===== config.mk =====
export PLATFORM = sky130hd
export DESIGN_NAME = hdb3_rx_decoder
export DESIGN_NICKNAME = d
export VERILOG_FILES = /design/src/rtl/hdb3_pkg.sv /design/src/rtl/hdb3_pol_track.sv /design/src/rtl/hdb3_zero_run.sv /design/src/rtl/hdb3_delay_line.sv /design/src/rtl/hdb3_rx_decoder.sv
export SDC_FILE = /design/constraint.sdc
export NUM_CORES = 1
export LEC_CHECK = 0
export BUFFER_PORTS_ARGS = -buffer_cell sky130_fd_sc_hd__buf_2
export CAP_MARGIN = 20
export CORE_MARGIN = 2
export CORE_UTILIZATION = 40
export DETAILED_ROUTE_END_ITERATION = 6
export PLACE_DENSITY_LB_ADDON = 0.1
export SLEW_MARGIN = 20
export SYNTH_ARGS = -nofsm -noshare
export SYNTH_HDL_FRONTEND = slang
export SYNTH_SLANG_ARGS = --single-unit
export TNS_END_PERCENT = 1

===== constraint.sdc =====
create_clock -name clk -period 1.9 [get_ports clk]
set_input_delay 0.38 -clock clk [delete_from_list [all_inputs] [get_ports clk]]
set_output_delay 0.38 -clock clk [all_outputs]
set_load 0.02 [all_outputs]

===== src/rtl/hdb3_pkg.sv =====
package hdb3_pkg;

    typedef enum logic [1:0] {
        POL_NONE = 2'b00,
        POL_POS  = 2'b01,
        POL_NEG  = 2'b10
    } pol_e;

    typedef struct packed {
        logic mark;    // either rail active
        logic dual;    // both rails active
        logic same;    // single-rail mark matching last polarity
        logic gap_ok;  // preceding samples were all empty
    } sample_t;

endpackage


===== src/rtl/hdb3_pol_track.sv =====
module hdb3_pol_track
    import hdb3_pkg::*;
#(
    parameter int GAP = 2
) (
    input  logic    clk,
    input  logic    rst_n,
    input  logic    pos_i,
    input  logic    neg_i,
    output sample_t cls_o
);

    typedef struct packed {
        pol_e           pol;
        logic [GAP-1:0] raw;
    } trk_s;

    trk_s trk_d, trk_q;
    pol_e cur_pol;

    always_comb begin
        trk_d = trk_q;
        cls_o = '0;

        if (pos_i && !neg_i)      cur_pol = POL_POS;
        else if (neg_i && !pos_i) cur_pol = POL_NEG;
        else                      cur_pol = POL_NONE;

        cls_o.mark   = pos_i | neg_i;
        cls_o.dual   = pos_i & neg_i;
        cls_o.same   = (cur_pol != POL_NONE) && (trk_q.pol != POL_NONE)
                       && (cur_pol == trk_q.pol);
        cls_o.gap_ok = (trk_q.raw == '0);

        if (cur_pol != POL_NONE) trk_d.pol = cur_pol;
        trk_d.raw = {trk_q.raw[GAP-2:0], cls_o.mark};
    end

    always_ff @(posedge clk or negedge rst_n) begin
        if (!rst_n) trk_q <= '{pol: POL_NONE, raw: '0};
        else        trk_q <= trk_d;
    end

    // once a polarity is learned it is never forgotten
    p_pol_sticky_r9: assert property (@(posedge clk) disable iff (!rst_n)
        (trk_q.pol != POL_NONE) |=> (trk_q.pol != POL_NONE));

    // a both-rail sample leaves the history as it was
    p_dual_keeps_pol_r6: assert property (@(posedge clk) disable iff (!rst_n)
        (pos_i && neg_i) |=> $stable(trk_q.pol));

    p_pol_encoding_r9: assert property (@(posedge clk) disable iff (!rst_n)
        trk_q.pol != 2'b11);

endmodule


===== src/rtl/hdb3_zero_run.sv =====
module hdb3_zero_run #(
    parameter int LIMIT = 4
) (
    input  logic clk,
    input  logic rst_n,
    input  logic mark_i,
    output logic hit_o
);

    localparam int CW = $clog2(LIMIT + 1);
    localparam logic [CW-1:0] LIM_V  = CW'(LIMIT);
    localparam logic [CW-1:0] LIM_M1 = CW'(LIMIT - 1);

    typedef struct packed {
        logic [CW-1:0] cnt;
    } run_s;

    run_s run_d, run_q;

    always_comb begin
        run_d = run_q;
        hit_o = !mark_i && (run_q.cnt == LIM_M1);
        if (mark_i)                run_d.cnt = '0;
        else if (run_q.cnt != LIM_V) run_d.cnt = run_q.cnt + 1'b1;
    end

    always_ff @(posedge clk or negedge rst_n) begin
        if (!rst_n) run_q <= '0;
        else        run_q <= run_d;
    end

    p_cnt_bound_r7: assert property (@(posedge clk) disable iff (!rst_n)
        run_q.cnt <= LIM_V);

    // after the flagged zero the counter parks at the limit
    p_hit_saturates_r7: assert property (@(posedge clk) disable iff (!rst_n)
        hit_o |=> (run_q.cnt == LIM_V));

endmodule


===== src/rtl/hdb3_delay_line.sv =====
module hdb3_delay_line #(
    parameter int DEPTH   = 4,
    parameter int CLR_IDX = 2
) (
    input  logic clk,
    input  logic rst_n,
    input  logic bit_i,
    input  logic clr_i,
    output logic bit_o
);

    typedef struct packed {
        logic [DEPTH-1:0] dl;
    } line_s;

    line_s line_d, line_q;

    always_comb begin
        line_d = line_q;
        line_d.dl[0] = bit_i;
        for (int i = 1; i < DEPTH; i++) begin
            if (clr_i && (i - 1 == CLR_IDX)) line_d.dl[i] = 1'b0;
            else                             line_d.dl[i] = line_q.dl[i-1];
        end
    end

    assign bit_o = line_q.dl[DEPTH-1];

    always_ff @(posedge clk or negedge rst_n) begin
        if (!rst_n) line_q <= '0;
        else        line_q <= line_d;
    end

    // the cleared pulse position is empty one stage later
    p_clear_lands_r3: assert property (@(posedge clk) disable iff (!rst_n)
        clr_i |=> (line_q.dl[CLR_IDX+1] == 1'b0));

endmodule


===== src/rtl/hdb3_rx_decoder.sv =====
module hdb3_rx_decoder
    import hdb3_pkg::*;
#(
    parameter int DEPTH = 4,
    parameter int ZRUN  = 4
) (
    input  logic clk,
    input  logic rst_n,
    input  logic bypass_i,
    input  logic pos_i,
    input  logic neg_i,
    output logic data_o,
    output logic lcv_o
);

    localparam int SPAN    = 4;
    localparam int GAP     = SPAN - 2;
    localparam int CLR_IDX = SPAN - 2;

    typedef struct packed {
        logic lcv;
    } top_s;

    sample_t cls;
    logic    run_hit;
    logic    viol_ok;
    logic    viol_bad;
    logic    ins_bit;
    top_s    top_d, top_q;

    hdb3_pol_track #(.GAP(GAP)) u_pol (
        .clk   (clk),
        .rst_n (rst_n),
        .pos_i (pos_i),
        .neg_i (neg_i),
        .cls_o (cls)
    );

    hdb3_zero_run #(.LIMIT(ZRUN)) u_run (
        .clk    (clk),
        .rst_n  (rst_n),
        .mark_i (cls.mark),
        .hit_o  (run_hit)
    );

    always_comb begin
        top_d    = top_q;
        viol_ok  = !bypass_i && cls.same && cls.gap_ok;
        viol_bad = !bypass_i && ((cls.same && !cls.gap_ok) || cls.dual);
        ins_bit  = cls.mark && !viol_ok;
        top_d.lcv = viol_bad || (run_hit && !bypass_i);
    end

    always_ff @(posedge clk or negedge rst_n) begin
        if (!rst_n) top_q <= '0;
        else        top_q <= top_d;
    end

    hdb3_delay_line #(.DEPTH(DEPTH), .CLR_IDX(CLR_IDX)) u_dly (
        .clk   (clk),
        .rst_n (rst_n),
        .bit_i (ins_bit),
        .clr_i (viol_ok),
        .bit_o (data_o)
    );

    assign lcv_o = top_q.lcv;

    p_bypass_quiet_r8: assert property (@(posedge clk) disable iff (!rst_n)
        bypass_i |=> !lcv_o);

    p_dual_flags_r6: assert property (@(posedge clk) disable iff (!rst_n)
        (pos_i && neg_i && !bypass_i) |=> lcv_o);

    // a same-polarity mark right after another mark is flagged
    p_adjacent_viol_r5: assert property (@(posedge clk) disable iff (!rst_n)
        (cls.same && !bypass_i && $past(pos_i || neg_i)) |=> lcv_o);

endmodule


==> run summary <==
Yosys printed 0 warnings. The critical path goes through buf_2. The required time of the worst setup path was 1.52 ns; the largest net degree at the start of global routing was 13. The worst-path maximum fanout was 1. The area growth from synthesis to layout is 17.6%.

After clock tree synthesis, the setup repair step added 0 buffers. At the pin with the least slew margin, the transition time is 0.256 ns. After floorplanning, the core was sized to cover 1280 um2.

The clock passes through at most 2 buffers. The average wire length per cell after detail routing came out at 12.5 um. The flow ran to the end, and the final reports show no timing, DRC or antenna violations.

TritonCTS built the clock tree. In this design, the stage delay of the slowest critical-path cell is 0.37 ns. In the final design database the tool counted 69 nets.

For the number of buffers inserted for hold repair after clock tree synthesis, the log shows 1. After layout, the worst path uses 62.0% of the clock period. Global routing finished with a remaining overflow of 0. For this design, the slowest cell found on the critical path is sky130_fd_sc_hd__dfrtp_1. Row generation in the floorplan step produced 13 rows. The arrival time at the worst endpoint was 0.80 ns. Counting every net in the synthesized netlist gives 57.

Clock tree synthesis inserted a total of 3 buffers. Routability-driven placement finished with a final weighted congestion of 0.658. The total number of clock tree sinks came out at 12.

Via density per instance: 4.89. The level count of the clock H-tree came out at 1. The ratio of cells with drive above 1 in the final layout was 21.4%; the wire length reported by the detailed router was 889 um.

Detailed routing inserted a total of 347 vias. After clock tree synthesis, the clock-pin slew on the worst setup and hold paths is 0.07 ns. The tools report the gate count after technology mapping as 45. The number of antenna diodes in the final layout is 0. The worst setup path is launched from a register. The I/O pin total was 7; the sequential-to-total area share from yosys stat was 55.6%.

Height of the chip: 40.8 um. For the sum of net half-perimeters after detailed placement, the log shows 681 um. The shortest clock period the worst path allows after layout is 1.18 ns, and the clock latency reported for the late side of the worst-skew pair is 0.27 ns. For the global-route wire length before repair, the log shows 1510 um. The number of unique standard cell types used by synthesis was 15; the total of cells resized after clock tree synthesis was 0. CTS placed an instance of sky130_fd_sc_hd__clkbuf_4 at the clock tree root.

The first detailed-routing pass took 4 iterations. For this run, the total global-route usage over all layers was measured as 16.3%. The floorplan step defined a die boundary enclosing 1660 um2. Setup violations remaining at the end of the flow were counted as 0. Headroom to the max-slew limit came out at 82.9%. Setup repair after global routing left no endpoint under its margin. The max-slew violation total from the final report is 0, and the total buffers and inverters traversed by the critical path is 1. The count of buffers from port buffering came out at 6.

Number of hold violations in the final report: 0. Sort of element at the end of the critical path: an output port. The number of violations of the max-capacitance limit was 0.

For the via count of the first global-routing pass, the log shows 365. Once the floorplan was initialized, standard cells occupied 42.1% of the core. The cell type group with the largest total delay on the critical path was flip-flops. The achievable frequency is 849 MHz, and the setup TNS is 0 ns. Number of antenna violations at the first check in global routing: 0.

For this run, design rule violations remaining after detail routing come to 0. The count of nets left with antenna violations once routing finished came out at 0. Worst-case hold slack: 0.311 ns.

The area of the mapped netlist was 541 um2; the peak ir drop on the vdd network was 0.000513 V. In this run the power density over the cells is 844 nW/um2. In this run the horizontal extent of the chip is 40.8 um. The synthesized design contains 12 register bits. The tools report the violation count after the first detailed-routing iteration as 8. The critical path is of the register to output port type. Type of the tightest min-delay check: input pin to register. For the leakage component of the power, the log shows 0.000299 uW. Averaged over all synthesized cells, the footprint is 12.0 um2. The tools report the worst setup skew after layout as 0.00299 ns.
kinds of logic (layout without fill, tap and decap cells):
group / count (synthesis) / count (layout) / share of synthesized area, %
compound gates: 8 / 8 / 8.80
buf+inv: 6 / 17 / 4.17
flops: 12 / 12 / 55.6
simple gates: 8 / 8 / 7.87
fa+ha+maj: 7 / 7 / 16.2
mux: 2 / 2 / 4.17
xor+xnor: 2 / 2 / 3.24
cell usage in the layout, fill, tap and decap left out, types with 2 or more instances in the layout:
cell type                  netlist  routed
sky130_fd_sc_hd__xnor2_1         2       2
sky130_fd_sc_hd__inv_1           6       6
sky130_fd_sc_hd__clkbuf_4        0       3
sky130_fd_sc_hd__buf_2           0       6
sky130_fd_sc_hd__nor2_1          2       2
sky130_fd_sc_hd__a21oi_1         3       3
sky130_fd_sc_hd__mux2_2          2       2
sky130_fd_sc_hd__ha_1            7       7
sky130_fd_sc_hd__nand2_1         3       3
sky130_fd_sc_hd__o21a_1          2       2
sky130_fd_sc_hd__dfrtp_1        12      12
area by class of cell:
class / instances / area (um2)
Fill cell: 119 / 649
Sequential cell: 12 / 300
Multi-Input combinational cell: 27 / 218
Timing Repair Buffer: 7 / 40.0
Clock buffer: 4 / 36.3
Inverter: 6 / 22.5
Tap cell: 15 / 18.8
registers in the layout, summed over array words and instances (netlist names):
register	count
u_pol.trk_q	3
u_pol.trk_d	1
u_dly.line_q	4
lcv_o	1
u_run.run_q	3
power by group:
part	switching [uW]	internal, uW	total (uW)
logic	29.3	26.3	55.6
clock network	84.6	117	201
registers	9.24	270	280
total	123	413	536
final timing paths:
path | start | to | slack (ns) | cells after the start
worst max-delay path | u_dly.line_q[3] | data_o | 0.72 | 1
worst max register to register | u_run.run_q[0] | lcv_o | 0.74 | 4
max in group asynchronous | rst_n | u_run.run_q[2] | 1.19 | 2
worst min register to register | u_dly.line_q[0] | u_dly.line_q[1] | 0.35 | 0
min in group asynchronous | rst_n | u_dly.line_q[1] | 0.50 | 2
worst min-delay path | bypass_i | lcv_o | 0.31 | 2
cell usage after synthesis:
master,instances,share of area (%)
sky130_fd_sc_hd__nor2b_1,1,1.2
sky130_fd_sc_hd__and4bb_1,1,2.3
sky130_fd_sc_hd__nand3_1,1,0.93
sky130_fd_sc_hd__o21a_1,2,2.8
sky130_fd_sc_hd__a31oi_1,1,1.2
sky130_fd_sc_hd__inv_1,6,4.2
sky130_fd_sc_hd__nor2_1,2,1.4
sky130_fd_sc_hd__o22ai_1,1,1.2
sky130_fd_sc_hd__a21oi_1,3,2.8
sky130_fd_sc_hd__nand2_1,3,2.1
sky130_fd_sc_hd__ha_1,7,16
sky130_fd_sc_hd__dfrtp_1,12,56
sky130_fd_sc_hd__o21ai_0,1,0.93
sky130_fd_sc_hd__mux2_2,2,4.2
sky130_fd_sc_hd__xnor2_1,2,3.2
metal layers:
layer | GRT usage, % | vias to the layer above | part of all wire, %
li1 | - | 169 | -
met1 | 13.3 | 162 | 39
met2 | 26.6 | 12 | 50
met3 | 10.3 | 4 | 7.3
met4 | 14.2 | 0 | 2.8
met5 | 0 | - | 0
metrics by stage:
step | total power (uW) | cells | worst slack (ns) | utilization, % | area [um2]
6_report | 536 | 71 | 0.722 | 49.5 | 636
5_1_grt | 570 | 71 | 0.656 | 49.5 | 636
4_1_cts | 543 | 71 | 0.712 | 49.5 | 636
3_5_place_dp | 340 | 66 | 0.439 | 45.9 | 589
3_3_place_gp | 335 | 66 | 0.493 | 45.9 | 589
2_1_floorplan | 317 | 45 | 0.674 | - | 541
No activity file was read; power rests on OpenSTA's default activity.
